==> config.mk <==
export PLATFORM = sky130hd
export DESIGN_NAME = dslp_wake_seq
export DESIGN_NICKNAME = d
export VERILOG_FILES = /design/src/rtl/dslp_pkg.sv /design/src/rtl/dslp_sync.sv /design/src/rtl/dslp_wake_cnt.sv /design/src/rtl/dslp_wake_fsm.sv /design/src/rtl/dslp_wake_seq.sv
export SDC_FILE = /design/constraint.sdc
export NUM_CORES = 1
export LEC_CHECK = 0
export BUFFER_PORTS_ARGS = -buffer_cell sky130_fd_sc_hd__buf_2
export CORE_ASPECT_RATIO = 0.5
export CORE_MARGIN = 4
export CORE_UTILIZATION = 36
export CTS_CLUSTER_SIZE = 12
export DETAILED_ROUTE_END_ITERATION = 10
export MAX_ROUTING_LAYER = met4
export PLACE_DENSITY = 0.67
export SETUP_SLACK_MARGIN = 0.2
export SYNTH_ARGS = -nofsm -noshare
export SYNTH_HDL_FRONTEND = slang
export SYNTH_SLANG_ARGS = --single-unit
export TNS_END_PERCENT = 20
==> constraint.sdc <==
create_clock -name clk -period 2.14 [get_ports clk]
set_input_delay 0 -clock clk [delete_from_list [all_inputs] [get_ports clk]]
set_output_delay 0 -clock clk [all_outputs]
set_load 0.02 [all_outputs]
==> src/rtl/dslp_pkg.sv <==
package dslp_pkg;
  localparam int unsigned DSLP_CNT_W = 16;

  typedef enum logic [2:0] {
    ST_IDLE   = 3'd0,
    ST_ARMED  = 3'd1,
    ST_ASLEEP = 3'd2,
    ST_WAKING = 3'd3,
    ST_DONE   = 3'd4
  } dslp_state_e;
endpackage

==> src/rtl/dslp_sync.sv <==
// Multi-stage level synchroniser; resets to the inactive (high) level.
module dslp_sync #(
  parameter int unsigned STAGES = 2
) (
  input  logic clk,
  input  logic rst_n,
  input  logic d_async,
  output logic q_sync
);
  logic [STAGES-1:0] sh;

  always_ff @(posedge clk or negedge rst_n) begin
    if (!rst_n) sh <= '1;
    else        sh <= {sh[STAGES-2:0], d_async};
  end

  assign q_sync = sh[STAGES-1];
endmodule

==> src/rtl/dslp_wake_cnt.sv <==
// Loadable down-counter timing the oscillator settling window.
module dslp_wake_cnt #(
  parameter int unsigned CNT_W = 16
) (
  input  logic             clk,
  input  logic             rst_n,
  input  logic             load,
  input  logic [CNT_W-1:0] load_val,
  input  logic             dec,
  output logic             zero
);
  logic [CNT_W-1:0] cnt;

  always_ff @(posedge clk or negedge rst_n) begin
    if (!rst_n)    cnt <= '0;
    else if (load) cnt <= load_val;
    else if (dec)  cnt <= cnt - 1'b1;
  end

  assign zero = (cnt == '0);
endmodule

==> src/rtl/dslp_wake_fsm.sv <==
// Sleep/wake controller: software writes take priority over pin events.
module dslp_wake_fsm
  import dslp_pkg::*;
(
  input  logic        clk,
  input  logic        rst_n,
  input  logic        arm_wr,
  input  logic        arm_wdata,
  input  logic        pin_s,
  input  logic        cnt_zero,
  output dslp_state_e st,
  output logic        cnt_load,
  output logic        cnt_dec,
  output logic        gate_en,
  output logic        done_flag,
  output logic        arm_q
);
  dslp_state_e nxt;
  logic        disarm;
  logic        rearm;

  assign disarm = arm_wr && !arm_wdata;
  assign rearm  = arm_wr && arm_wdata && (st == ST_IDLE || st == ST_DONE);

  always_comb begin
    nxt      = st;
    cnt_load = 1'b0;
    cnt_dec  = 1'b0;
    if (disarm) begin
      nxt = ST_IDLE;
    end else if (rearm) begin
      nxt = ST_ARMED;
    end else begin
      unique case (st)
        ST_ARMED:  if (!pin_s) nxt = ST_ASLEEP;
        ST_ASLEEP: if (pin_s) begin
                     nxt      = ST_WAKING;
                     cnt_load = 1'b1;
                   end
        ST_WAKING: if (!pin_s)       nxt = ST_ASLEEP;
                   else if (cnt_zero) nxt = ST_DONE;
                   else               cnt_dec = 1'b1;
        default:   nxt = st;
      endcase
    end
  end

  always_ff @(posedge clk or negedge rst_n) begin
    if (!rst_n) begin
      st        <= ST_IDLE;
      gate_en   <= 1'b1;
      done_flag <= 1'b0;
      arm_q     <= 1'b0;
    end else begin
      st        <= nxt;
      gate_en   <= !(nxt == ST_ASLEEP || nxt == ST_WAKING);
      done_flag <= (nxt == ST_DONE);
      if (arm_wr) arm_q <= arm_wdata;
    end
  end
endmodule

==> src/rtl/dslp_wake_seq.sv <==
module dslp_wake_seq
  import dslp_pkg::*;
#(
  parameter int unsigned CNT_W       = DSLP_CNT_W,
  parameter int unsigned SYNC_STAGES = 2
) (
  input  logic             clk,
  input  logic             rst_n,
  input  logic             sleep_req_n,
  input  logic             arm_wr,
  input  logic             arm_wdata,
  input  logic             cnt_wr,
  input  logic [CNT_W-1:0] cnt_wdata,
  output logic             arm_q,
  output logic             done_flag,
  output logic [CNT_W-1:0] cnt_q,
  output logic             clk_gate_en
);
  logic             pin_s;
  logic             cnt_zero;
  logic             cnt_load;
  logic             cnt_dec;
  logic [CNT_W-1:0] cfg_cnt;
  dslp_state_e      st;

  always_ff @(posedge clk or negedge rst_n) begin
    if (!rst_n)      cfg_cnt <= '0;
    else if (cnt_wr) cfg_cnt <= cnt_wdata;
  end
  assign cnt_q = cfg_cnt;

  dslp_sync #(.STAGES(SYNC_STAGES)) u_sync (
    .clk    (clk),
    .rst_n  (rst_n),
    .d_async(sleep_req_n),
    .q_sync (pin_s)
  );

  dslp_wake_cnt #(.CNT_W(CNT_W)) u_cnt (
    .clk     (clk),
    .rst_n   (rst_n),
    .load    (cnt_load),
    .load_val(cfg_cnt),
    .dec     (cnt_dec),
    .zero    (cnt_zero)
  );

  dslp_wake_fsm u_fsm (
    .clk      (clk),
    .rst_n    (rst_n),
    .arm_wr   (arm_wr),
    .arm_wdata(arm_wdata),
    .pin_s    (pin_s),
    .cnt_zero (cnt_zero),
    .st       (st),
    .cnt_load (cnt_load),
    .cnt_dec  (cnt_dec),
    .gate_en  (clk_gate_en),
    .done_flag(done_flag),
    .arm_q    (arm_q)
  );
endmodule

# ---- Word-level counts from Yosys, hierarchy flattened
# Index checks and enable logic that the tools add are counted.
dict set report word_totals {
  in_bits 22
  ff_bits 40
  word_cells 43
  out_inout_bits 19
}
dict set report classes {
  addsub 1
  n_eq_ne 7
  n_reduce_logical 10
  n_mux 18
}
# operator count
set ops {}
lappend ops {{$mux 16} 2}
lappend ops {{$mux 3} 6}
lappend ops {{$logic_not 16->1} 1}
lappend ops {{$sub 16x1->16 const B} 1}
lappend ops {{$eq 3x2->1 const B} 4}
lappend ops {{$mux 1} 9}
lappend ops {{$pmux 3 s3} 1}
lappend ops {{$eq 3x3->1 const B} 2}
lappend ops {{$eq 3x1->1 const B} 1}
lappend ops {{$logic_and 1x1->1} 3}
lappend ops {{$logic_not 3->1} 1}
lappend ops {{$logic_not 1->1} 2}
lappend ops {{$logic_or 1x1->1} 2}
lappend ops {{$reduce_bool 2->1} 1}

# ---- Logic depth before layout (Yosys ltp)
dict set report depth {
  ltp_word 9
  ltp_mapped 8
  ltp_nobuf 7
}

# ---- Hierarchy
# Synthesis repeated with hierarchy kept, for this count alone.
dict set report unflattened {
  cells_unflattened 176
  hier_area_um2 2043.2
}
# mod cells_per_inst seq_area_each_um2 instances area_per_inst_um2
set by_module_without_submodules {}
lappend by_module_without_submodules {dslp_wake_cnt 111 400.4 1 1028.5}
lappend by_module_without_submodules {dslp_wake_seq 34 400.4 1 649.4}
lappend by_module_without_submodules {dslp_wake_fsm 29 151.4 1 312.8}
lappend by_module_without_submodules {dslp_sync 2 52.6 1 52.6}

# ---- Worst setup path after synthesis
# OpenSTA, ideal clock, no wires.
dict set report synth_path {
  kind {register to register}
  start {register u_cnt.cnt[0]}
  end {register u_cnt.cnt[12]}
  t_arrival_ps 1984
  synth_period_minus_slack_ps 2108
  t_required_ps 2015
  path_buffers 1
  setup_slack_ps 32
  path_stages_with_launch 9
  cell_sequence {dfrtp_1 -> inv_1 -> ha_1 -> or4b_1 -> nor4_4 -> a31oi_2 -> buf_2 -> a21oi_1 -> nor3_2}
}
dict set report synth_via {
  elab_chain_len 7
}
# element line
set synth_lines {}
lappend synth_lines {{start: declaration} dslp_wake_cnt.sv:12} ;# logic [CNT_W-1:0] cnt;
lappend synth_lines {{start signal: assignment} dslp_wake_cnt.sv:16} ;# else if (load) cnt <= load_val;
lappend synth_lines {{start signal: assignment} dslp_wake_cnt.sv:17} ;# else if (dec) cnt <= cnt - 1'b1;
lappend synth_lines {{branches (longest 7 deep; another with $sub 16x1->16)} -}
# Parallel ways; which one is timed is not known. The select of a mux whose other input is x is not followed.
# A chain may end at the register's enable or synchronous reset.

# ---- Final worst setup path
# Same ends and word-level chain as after synthesis.

==> metrics.md <==
| Metric | Value |
|---|---|
| Status | `finished with violations` |
| Failing checks | `negative setup slack` |
| GP Congestion | `roughly 0.84` |
| Worst endpoint required time | `2310 ps` |
| Register area | `1000 sq um` |
| Layout Skew | `7.77 ps` |
| Worst skew pair latency | `between 200 and 300 ps` |
| Register area share after synthesis | `0.489` |
| Initial antenna violation count | `0` |
| PD cells | `~1100 nW/um^2` |
| Clk buf depth | `2` |
| Simple-Gate Fraction of Synth Area | `0.180` |
| Die height | `61.4 um` |
| Flop2flop setup slack | `-20 ps` |
| Reg-to-Reg Start | `u_cnt.cnt[0]$_DFFE_PN0P_` |
| # DRC | `0` |
| DIE WIDTH | `115 um` |
| Syn_nets | `228` |
| Fmax | `463 MHz` |
| Maximum vdd drop | `0.586 mV` |
| Largest family of logic cells by synthesized area | `compound AO/OA/AOI/OAI gates` |
| Max Cap Viol | `0` |
| DP Cell Count | `approximately 320` |
| Slew HR | `0.407` |
| Post-synthesis adder-cell area fraction | `0.0122` |
| Synth Area in Compound Gates | `0.188` |
| Gr usage total | `0.171` |
| CP arrival | `2330 ps` |
| Multi-input logic area | `1080 sq um` |
| Worst Hold Depth | `2` |
| DR WL/cell | `between 15 and 20 um` |
| Slew Limit Fails | `0` |
| Vias per cell | `5.53` |
| Post-synth EDFFs | `0` |
| Setup violators final | `8` |
| Final period util | `1.01` |
| I/O Buffers | `40` |
| WL final | `5850 um` |
| Layout cells sized above 1 | `0.410` |
| Synth unique cells | `47` |
| Rows | `19` |
| Crit. End Element | `flop` |
| Post-Syn Area | `2050 sq um` |
| Initial DRC Count | `124` |
| Synth top area cells | `dfrtp_1 (45%), mux2_2 (9.3%), a21oi_1 (5.9%)` |
| Antenna Diode Count | `0` |
| TritonCTS clock tree | `built` |
| Routed vias | `between 2000 and 2500` |
| Asr flop ratio synth | `1.00` |
| Non-Filler Instances | `363` |
| Slew @ Worst Pin | `889 ps` |
| Clock transition at the registers of the reported paths | `60 ps` |
| Leakage | `1.32 nW` |
| RR Endpoint | `u_cnt.cnt[12]$_DFFE_PN0P_` |
| Startpoint Class | `flop` |
| R2R depth | `9` |
| RSZ-0062 raised after global routing | `true` |
| Area growth from synthesis to layout | `47.3%` |
| Synth cell count leaders | `dfrtp_1 (37), a21oi_1 (24), nand2_1 (18), mux2_2 (17)` |
| Critical path class | `flop to flop` |
| Largest net degree at the start of global routing | `41` |
| Worst min-delay path class | `primary input to flop` |
| Vias in the first global route | `1908` |
| Initial Util | `0.374` |
| Xor/xnor cell area share of the yosys netlist | `0` |
| Minimum clock period | `2160 ps` |
| Die footprint | `about 7000 sq um` |
| Final Hold Fails | `0` |
| Syn Area/Cell | `10.1 sq um` |
| Flops & latches, synth | `40` |
| Post-synthesis mux area share | `0.101` |
| Max FO, Critical Path | `8` |
| Hold path start | `cnt_wr` |
| Sink Count | `40` |
| Fin Hold WS | `248 ps` |
| Most numerous cell in the Yosys netlist | `dfrtp_1` |
| Main synth FF type | `dfrtp_1` |
| DRT Pass-1 Iters | `5` |
| Fin nets | `313` |
| Yosys top cell area share | `0.451` |
| Hold endpoint | `cnt_q[2]$_DFFE_PN0P_` |
| Final Power | `3.33 mW` |
| H-tree levels | `2` |
| IO Pins | `41` |
| Dominant cell type by area after synthesis | `dfrtp_1` |
| First-pass GRT wire length | `9120 um` |
| TritonCTS buffer count | `5` |
| FILL cells | `roughly 450` |
| Root Driver | `clkbuf_16` |
| Final ANT Viol Nets | `0` |
| Overflow after GRT | `0` |
| Synth Warn # | `0` |
| Post-DP HPWL | `3490 um` |
| Worst Setup Slack, final | `-21.3 ps` |
| Core area | `5490 sq um` |
| Gate Count Post-Synth | `204` |
[worst max-delay path: stages, from the launching register on]
cell       delay, ps
dfrtp_1          400
inv_2             70
ha_1             130
or4b_4           460
nor4_4           250
buf_4            170
a31oi_4          170
clkbuf_16        230
a21oi_4          120
nor3_2            40
[final cells by class]
class | instances | area share
Clock buffer | 5 | 0.0414
Clock inverter | 3 | 0.0153
Inverter | 6 | 0.00745
Multi-Input combinational cell | 149 | 0.358
Sequential cell | 40 | 0.332
Tap cell | 73 | 0.0302
Timing Repair Buffer | 87 | 0.215
[layout by cell type, fill, tap and decap left out, drive strengths merged, types with 4 or more instances in the layout]
| cell | instances |
|---|---|
| o21ai | 14 |
| mux2 | 18 |
| nor3 | 7 |
| a21oi | 24 |
| nor2 | 13 |
| clkbuf | 7 |
| o22ai | 5 |
| nand2 | 18 |
| nand4 | 4 |
| inv | 7 |
| dlygate4sd3 | 20 |
| nand3 | 4 |
| dfrtp | 37 |
| buf | 65 |
| nor4 | 5 |
[metrics by stage]
| step | worst slack, ps | util | TNS, ps | cell area [sq um] |
|---|---|---|---|---|
| after floorplan | 58.1 | - | 0 | 2060 |
| after global placement | 62.7 | 0.446 | 0 | 2450 |
| after detailed placement | 22.3 | 0.446 | 0 | 2450 |
| after CTS | 59.2 | 0.526 | 0 | 2890 |
| after global routing | -88.7 | 0.551 | -868 | 3020 |
| final | -21.3 | 0.551 | -96.4 | 3020 |
[registers in the layout, indices dropped and copies added, names as in the netlist]
register,flops
u_sync.sh,2
u_fsm.done_flag,1
cnt_q,16
u_fsm.gate_en,1
u_fsm.arm_q,1
u_fsm.st,3
u_cnt.cnt,16
[layer usage]
layer,track usage,up-vias,part of all wire
met4,0.0652,0,0.013
met1,0.223,993,0.45
met3,0.0422,9,0.058
li1,-,937,-
met2,0.263,67,0.47
met5,-,-,0
[report_power, final]
| part | internal [mW] | switching, mW | leakage (nW) |
|---|---|---|---|
| logic | 0.608 | 0.708 | 0.760 |
| clock network | 0.554 | 0.320 | 0.0804 |
| registers | 0.954 | 0.189 | 0.483 |
| total | 2.12 | 1.22 | 1.32 |
[how the worst max path moves through the flow]
stage / start / end / slack, ps
3_3_place_gp: u_cnt.cnt[0]$_DFFE_PN0P_ / u_fsm.done_flag$_DFF_PN0_ / 60
4_1_cts: u_cnt.cnt[0]$_DFFE_PN0P_ / u_fsm.done_flag$_DFF_PN0_ / 60
6_report: u_cnt.cnt[0]$_DFFE_PN0P_ / u_cnt.cnt[12]$_DFFE_PN0P_ / -20
5_1_grt: u_cnt.cnt[1]$_DFFE_PN0P_ / u_cnt.cnt[15]$_DFFE_PN0P_ / -90
3_5_place_dp: u_cnt.cnt[0]$_DFFE_PN0P_ / u_fsm.done_flag$_DFF_PN0_ / 20
2_1_floorplan: u_cnt.cnt[0]$_DFFE_PN0P_ / u_cnt.cnt[12]$_DFFE_PN0P_ / 60
[logic make-up (layout without fill, tap and decap cells)]
| kind of cell | Yosys count | count (layout) |
|---|---|---|
| buf+inv | 16 | 101 |
| simple gates | 66 | 66 |
| mux | 18 | 18 |
| fa+ha+maj | 2 | 2 |
| flops | 40 | 40 |
| compound gates | 62 | 63 |
[repair_timing]
action | CTS | global route
gates resized for setup | 4 | 18
hold buffers | 20 | 0
setup endpoints to repair | 18 | 19
setup buffers | 5 | 3
cloned | 1 | 2
pin swaps | 1 | 5
hold endpoints to repair | 57 | 0
Note: power is estimated with default switching activity, not from simulation.
